--- config.mk ---
export PLATFORM = sky130hd
export DESIGN_NAME = pwm_halfstep
export DESIGN_NICKNAME = d
export VERILOG_FILES = /design/src/rtl/pwm_halfstep_pkg.sv /design/src/rtl/pwm_regs.sv /design/src/rtl/pwm_counter.sv /design/src/rtl/pwm_shape.sv /design/src/rtl/pwm_halfstep.sv
export SDC_FILE = /design/constraint.sdc
export NUM_CORES = 1
export LEC_CHECK = 0
export ABC_AREA = 1
export BUFFER_PORTS_ARGS = -buffer_cell sky130_fd_sc_hd__buf_2
export CORE_UTILIZATION = 29
export DETAILED_ROUTE_END_ITERATION = 12
export PLACE_DENSITY = 0.42
export SLEW_MARGIN = 20
export SYNTH_ARGS = -nofsm -noshare
export SYNTH_HDL_FRONTEND = slang
export SYNTH_HIERARCHICAL = 1
export SYNTH_SLANG_ARGS = --single-unit
--- constraint.sdc ---
create_clock -name clk_i -period 3.66 [get_ports clk_i]
set_input_delay 0.732 -clock clk_i [delete_from_list [all_inputs] [get_ports clk_i]]
set_output_delay 0.732 -clock clk_i [all_outputs]
set_load 0.05 [all_outputs]
--- src/rtl/pwm_halfstep_pkg.sv ---
package pwm_halfstep_pkg;
  localparam int DIV_W = 2;

  typedef enum logic [2:0] {
    A_CTRL    = 3'd0,
    A_PER_LO  = 3'd1,
    A_PER_HI  = 3'd2,
    A_FINE    = 3'd3,
    A_DUTY_LO = 3'd4,
    A_DUTY_HI = 3'd5
  } reg_addr_e;

  typedef struct packed {
    logic             pol;
    logic [DIV_W-1:0] div;
    logic             en;
  } ctrl_t;
endpackage

--- src/rtl/pwm_regs.sv ---
module pwm_regs
  import pwm_halfstep_pkg::*;
#(
  parameter int CNT_W = 8
) (
  input  logic             clk_i,
  input  logic             rst_ni,
  input  logic             wr_en_i,
  input  logic [2:0]       wr_addr_i,
  input  logic [3:0]       wr_data_i,
  input  logic             bnd_i,
  output ctrl_t            ctrl_o,
  output logic [CNT_W-1:0] per_q_o,
  output logic [CNT_W-1:0] per_n_o,
  output logic [CNT_W-1:0] duty_n_o,
  output logic             fine_q_o,
  output logic             fine_n_o
);
  localparam int HI_W = CNT_W - 4;

  logic [CNT_W-1:0] per_stg, duty_stg, per_q, duty_q;
  logic             fine_stg, fine_q, per_pend, duty_pend;
  logic             per_ld, duty_ld;

  assign per_ld   = bnd_i && per_pend;
  assign duty_ld  = bnd_i && duty_pend;
  assign per_n_o  = per_ld ? per_stg : per_q;
  assign duty_n_o = duty_ld ? duty_stg : duty_q;
  assign fine_n_o = duty_ld ? fine_stg : fine_q;
  assign per_q_o  = per_q;
  assign fine_q_o = fine_q;

  always_ff @(posedge clk_i or negedge rst_ni) begin
    if (!rst_ni) begin
      ctrl_o    <= '0;
      per_stg   <= '0;
      duty_stg  <= '0;
      fine_stg  <= 1'b0;
      per_pend  <= 1'b0;
      duty_pend <= 1'b0;
      per_q     <= '0;
      duty_q    <= '0;
      fine_q    <= 1'b0;
    end else begin
      per_q  <= per_n_o;
      duty_q <= duty_n_o;
      fine_q <= fine_n_o;
      if (per_ld)  per_pend  <= 1'b0;
      if (duty_ld) duty_pend <= 1'b0;
      if (wr_en_i) begin
        case (reg_addr_e'(wr_addr_i))
          A_CTRL:    ctrl_o <= ctrl_t'(wr_data_i);
          A_PER_LO:  per_stg[3:0] <= wr_data_i;
          A_PER_HI: begin
            per_stg[CNT_W-1:4] <= wr_data_i[HI_W-1:0];
            per_pend           <= 1'b1;
          end
          A_FINE:    fine_stg <= wr_data_i[0];
          A_DUTY_LO: duty_stg[3:0] <= wr_data_i;
          A_DUTY_HI: begin
            duty_stg[CNT_W-1:4] <= wr_data_i[HI_W-1:0];
            duty_pend           <= 1'b1;
          end
          default: ;
        endcase
      end
    end
  end
endmodule

--- src/rtl/pwm_counter.sv ---
module pwm_counter
  import pwm_halfstep_pkg::*;
#(
  parameter int CNT_W  = 8,
  parameter int DCNT_W = (1 << DIV_W) - 1
) (
  input  logic              clk_i,
  input  logic              rst_ni,
  input  logic [DIV_W-1:0]  div_i,
  input  logic [CNT_W-1:0]  per_q_i,
  input  logic [CNT_W-1:0]  per_n_i,
  input  logic [CNT_W-1:0]  duty_n_i,
  output logic              tick_o,
  output logic              bnd_o,
  output logic [DCNT_W-1:0] dcnt_o,
  output logic [DCNT_W-1:0] lim_o,
  output logic              act_o
);
  logic [DCNT_W-1:0] dcnt_q;
  logic [CNT_W-1:0]  cnt_q, cnt_n;

  assign lim_o  = DCNT_W'((1 << div_i) - 1);
  assign tick_o = (dcnt_q >= lim_o);
  assign dcnt_o = dcnt_q;
  assign bnd_o  = tick_o && ((per_q_i == '0) || (cnt_q >= per_q_i));
  assign cnt_n  = bnd_o ? CNT_W'(1) : cnt_q + CNT_W'(1);

  always_ff @(posedge clk_i or negedge rst_ni) begin
    if (!rst_ni) begin
      dcnt_q <= '0;
      cnt_q  <= '0;
      act_o  <= 1'b0;
    end else begin
      dcnt_q <= tick_o ? '0 : dcnt_q + DCNT_W'(1);
      if (tick_o) begin
        cnt_q <= cnt_n;
        act_o <= (per_n_i != '0) && (cnt_n <= duty_n_i);
      end
    end
  end
endmodule

--- src/rtl/pwm_shape.sv ---
module pwm_shape
  import pwm_halfstep_pkg::*;
#(
  parameter int DCNT_W = (1 << DIV_W) - 1
) (
  input  logic              clk_i,
  input  logic              rst_ni,
  input  logic              tick_i,
  input  logic [DCNT_W-1:0] dcnt_i,
  input  logic [DCNT_W-1:0] lim_i,
  input  logic              act_i,
  input  logic              fine_i,
  input  ctrl_t             ctrl_i,
  output logic              pwm_o,
  output logic              pwm_oe_o
);
  logic ext_q, neg_q, ext, lvl;
  logic [DCNT_W-1:0] half_m1;

  assign half_m1 = lim_i >> 1;

  // divided clock: hold for half a PWM clock after the active phase ends
  always_ff @(posedge clk_i or negedge rst_ni) begin
    if (!rst_ni)                ext_q <= 1'b0;
    else if (tick_i)            ext_q <= act_i && fine_i;
    else if (dcnt_i == half_m1) ext_q <= 1'b0;
  end

  // undivided clock: half a PWM clock is the low phase of clk_i
  always_ff @(negedge clk_i or negedge rst_ni) begin
    if (!rst_ni) neg_q <= 1'b0;
    else         neg_q <= act_i;
  end

  assign ext      = (ctrl_i.div == '0) ? (neg_q && fine_i) : ext_q;
  assign lvl      = act_i || ext;
  assign pwm_o    = ctrl_i.en && (lvl ^ ctrl_i.pol);
  assign pwm_oe_o = ctrl_i.en;
endmodule

--- src/rtl/pwm_halfstep.sv ---
module pwm_halfstep
  import pwm_halfstep_pkg::*;
#(
  parameter int CNT_W = 8
) (
  input  logic       clk_i,
  input  logic       rst_ni,
  input  logic       wr_en_i,
  input  logic [2:0] wr_addr_i,
  input  logic [3:0] wr_data_i,
  output logic       pwm_o,
  output logic       pwm_oe_o
);
  localparam int DCNT_W = (1 << DIV_W) - 1;

  ctrl_t             ctrl;
  logic [CNT_W-1:0]  per_q, per_n, duty_n;
  logic              fine_q, fine_n, tick, bnd, act_q;
  logic [DCNT_W-1:0] dcnt, lim;

  pwm_regs #(.CNT_W(CNT_W)) i_regs (
    .clk_i, .rst_ni, .wr_en_i, .wr_addr_i, .wr_data_i,
    .bnd_i(bnd), .ctrl_o(ctrl), .per_q_o(per_q), .per_n_o(per_n),
    .duty_n_o(duty_n), .fine_q_o(fine_q), .fine_n_o(fine_n)
  );

  pwm_counter #(.CNT_W(CNT_W), .DCNT_W(DCNT_W)) i_cnt (
    .clk_i, .rst_ni, .div_i(ctrl.div), .per_q_i(per_q), .per_n_i(per_n),
    .duty_n_i(duty_n), .tick_o(tick), .bnd_o(bnd), .dcnt_o(dcnt),
    .lim_o(lim), .act_o(act_q)
  );

  pwm_shape #(.DCNT_W(DCNT_W)) i_shape (
    .clk_i, .rst_ni, .tick_i(tick), .dcnt_i(dcnt), .lim_i(lim),
    .act_i(act_q), .fine_i(fine_q), .ctrl_i(ctrl),
    .pwm_o, .pwm_oe_o
  );

  logic unused_fine_n;
  assign unused_fine_n = fine_n;
endmodule

==> results.md <==
- First-pass GRT wire length: 11700 um
- Setup CP Type: register to output port
- Share of cells above drive strength 1: 8.66%
- VDD IR max: 0.000188 V
- Slowest CP cell: dfrtn_1
- Setup crit end: pwm_o
- FF-to-FF End: i_cnt/act_o
- I/O Pins: 12
- Worst R2R Setup Slack: 0.71 ns
- Failing checks: negative setup slack
- Root Buffer Master: clkbuf_8
- Final WL: 6790 um
- Die X: 103 um
- Slew margin rel.: 52.8%
- I/O Buffers: 11
- Worst Reg-to-Reg Cells: 18
- Vias: 2386
- Postcts setup bufs: 0
- Total gr overflow: 0
- Number of fillers in the final layout: 1084
- Fin. Hold Viols: 0
- # diodes: 0
- Synth warn: 6
- Hold buffer count at cts: 0
- Top cell by count, worst path: nand2_1
- Crit-path max cell delay: 0.39 ns
- Mapped Cells: 390
- CTS Buf Count: 5
- Clk buf depth: 2
- Vias per cell: 4.44
- CP Capture Type: output port
- Synthesized area: 2980 sq um
- CTS Sinks: 54
- Pwr Density: 731 nW/um^2
- Initial core utilization: 30.2%
- DIE AREA: 10700 sq um
- Power Total: 2.42 mW
- Worst skew pair latency: 0.32 ns
- Final RePlAce weighted congestion: 0.703
- Worst EP arrival: 3.07 ns
- Worst-Margin Slew: 0.709 ns
- Placed cells: 529
- Yosys reg bits: 54
- Residual DRC count: 0
- Status: finished with violations
- Detail Route Antenna Nets: 0
- Syn avg cell area: 7.64 sq um
- Synth cell types: 25
- FF/Latch Area: 1350 sq um
- Initial DRT Pass Iterations: 4
- Final Non-Filler Cells: 537
- Initial antenna violation count: 0
- Clock-pin slew on the worst setup and hold paths: 0.11 ns
- P&R area growth vs syn: 11.0%
- GRT Total Usage: 14.5%
- Pin count of the biggest net entering global routing: 54
- Worst Hold Launch: i_regs/per_stg[3]
- Routed wire per std cell: 12.6 um
- Unrepaired setup endpoints after global routing: yes
- Die Height: 103 um
- Leakage power: 1.85 nW
- Core Area: 9860 sq um
- Area taken by multi-input logic gates: 1400 sq um
- Max cap viols: 0
- Setup Skew: 0.0207 ns
- Num rows: 36
- CP startpoint kind: register
- Worst-path maximum fanout: 2
- 1st-iter DRT viols: 81
- Slew Viols, Final: 0
- DP Wirelength: 5090 um
- Critical path required time: 2.93 ns
- Setup_tns: -0.147 ns
- CP Cell Sequence: nand2_1 -> inv_1 -> nand2_1 -> nand4_1 -> nand2_1 -> nor2_2 -> buf_6
- Final core occ: 33.5%
- TritonCTS clock tree: built
- Final setup fails: 1
- Syn_nets: 421
- Worst setup startpoint: i_shape/neg_q
- Worst R2R Start: i_regs/ctrl_o[2]
- H-tree level count: 2
- Final worst setup slack: -0.147 ns
- Seq/Total Area, Yosys: 45.4%
- Final #Nets: 434
- Vias in the first global route: 2349
- Worst hold path class: register to register
[synth_stat cells]
cell type / number / share of area [%]
a21o_1: 2 / 0.50
a21oi_1: 6 / 1.0
buf_2: 3 / 0.50
buf_4: 2 / 0.50
clkbuf_1: 3 / 0.38
dfrtn_1: 1 / 0.84
dfrtp_1: 53 / 45
ha_1: 21 / 8.8
inv_1: 46 / 5.8
inv_2: 5 / 0.63
nand2_1: 147 / 19
nand3_1: 50 / 8.4
nand3b_1: 1 / 0.25
nand4_1: 4 / 0.84
nor2_1: 27 / 3.4
nor2_2: 2 / 0.42
nor2_4: 2 / 0.76
nor3_2: 1 / 0.34
nor4_1: 2 / 0.42
o21ai_0: 2 / 0.34
o21ai_2: 1 / 0.29
o21bai_1: 1 / 0.25
or2_2: 1 / 0.21
xnor2_1: 3 / 0.88
xor2_1: 4 / 1.2
[area by class of cell]
type	count	share of cell area [%]
Timing Repair Buffer	14	2.53
Inverter	51	5.79
Multi-Input combinational cell	277	42.3
Tap cell	133	5.03
Sequential cell	54	40.9
Clock buffer	5	2.08
Clock inverter	3	1.44
[metal layers]
metal	vias to the layer above	track usage, %	part of all wire, %
li1	1248	-	-
met1	1114	19.6	51
met2	17	24.1	46
met3	7	2.28	1.8
met4	0	3.90	1.1
met5	-	0	0
[logic make-up (layout without fill, tap and decap cells)]
group / count (synthesis) / count (layout) / synth area share, %
xor gates and xnor gates: 7 / 7 / 2.06
buffers and inverters: 59 / 73 / 7.81
AOI/OAI and AO/OA: 12 / 12 / 2.39
and+or+nand+nor: 237 / 237 / 33.6
adders and majority gates: 21 / 21 / 8.82
DFF: 54 / 54 / 45.4
[layout by cell type (no fill, tap or decap), drive strengths merged, types with 2 or more instances in the layout]
cell type | netlist | final
xor2 | 4 | 4
a21oi | 6 | 6
nand3 | 50 | 50
nand4 | 4 | 4
a21o | 2 | 2
xnor2 | 3 | 3
ha | 21 | 21
clkbuf | 3 | 5
dfrtp | 53 | 53
nor2 | 31 | 31
nand2 | 147 | 147
inv | 51 | 52
nor4 | 2 | 2
o21ai | 3 | 3
buf | 5 | 14
[metrics by stage]
step           hold WS, ns  worst slack [ns]  cell area [sq um]
2_1_floorplan        0.436            0.0635               2980
3_3_place_gp         0.458             0.118               3180
3_5_place_dp         0.456             0.113               3180
4_1_cts              0.487            -0.167               3310
5_1_grt              0.501            -0.254               3310
6_report             0.478            -0.147               3310
[critical path, delay by kind of cell, from the launching register on]
family,cells,cell delay (ns)
DFF,1,0.39
buffers and inverters,2,0.21
and+or+nand+nor,5,0.33
[sequential cells by signal (all words and copies together) (netlist names)]
name	cells
i_cnt/cnt_q	8
i_regs/per_q_o	8
i_shape/neg_q	1
i_cnt/act_o	1
i_regs/per_stg	8
i_shape/ext_q	1
i_regs/duty_pend	1
i_regs/per_pend	1
i_regs/duty_stg	8
i_regs/ctrl_o	4
i_regs/fine_stg	1
i_regs/duty_q	8
i_cnt/dcnt_o	3
i_regs/fine_q_o	1
[power breakdown]
group          internal (mW)  switching [mW]
Sequential             0.765           0.146
Clock                  0.208           0.217
Combinational          0.372           0.708
[worst min path at each step]
| stage | depth (start not counted) | endpoint | slack (ns) |
|---|---|---|---|
| final | 2 | i_regs/per_stg[3] | 0.48 |
| after global routing | 2 | i_regs/per_stg[2] | 0.50 |
| after CTS | 2 | i_regs/per_stg[3] | 0.49 |
| after detailed placement | 2 | i_regs/duty_q[2] | 0.46 |
| after global placement | 2 | i_regs/per_stg[5] | 0.46 |
| after floorplan | 0 | i_cnt/act_o | 0.44 |
[repair_timing]
action                                  CTS  global route
gates resized for setup                   2             0
endpoints found under the hold margin     0             0
endpoints found under the setup margin    1             1
Power figures use the tool's default switching activity.
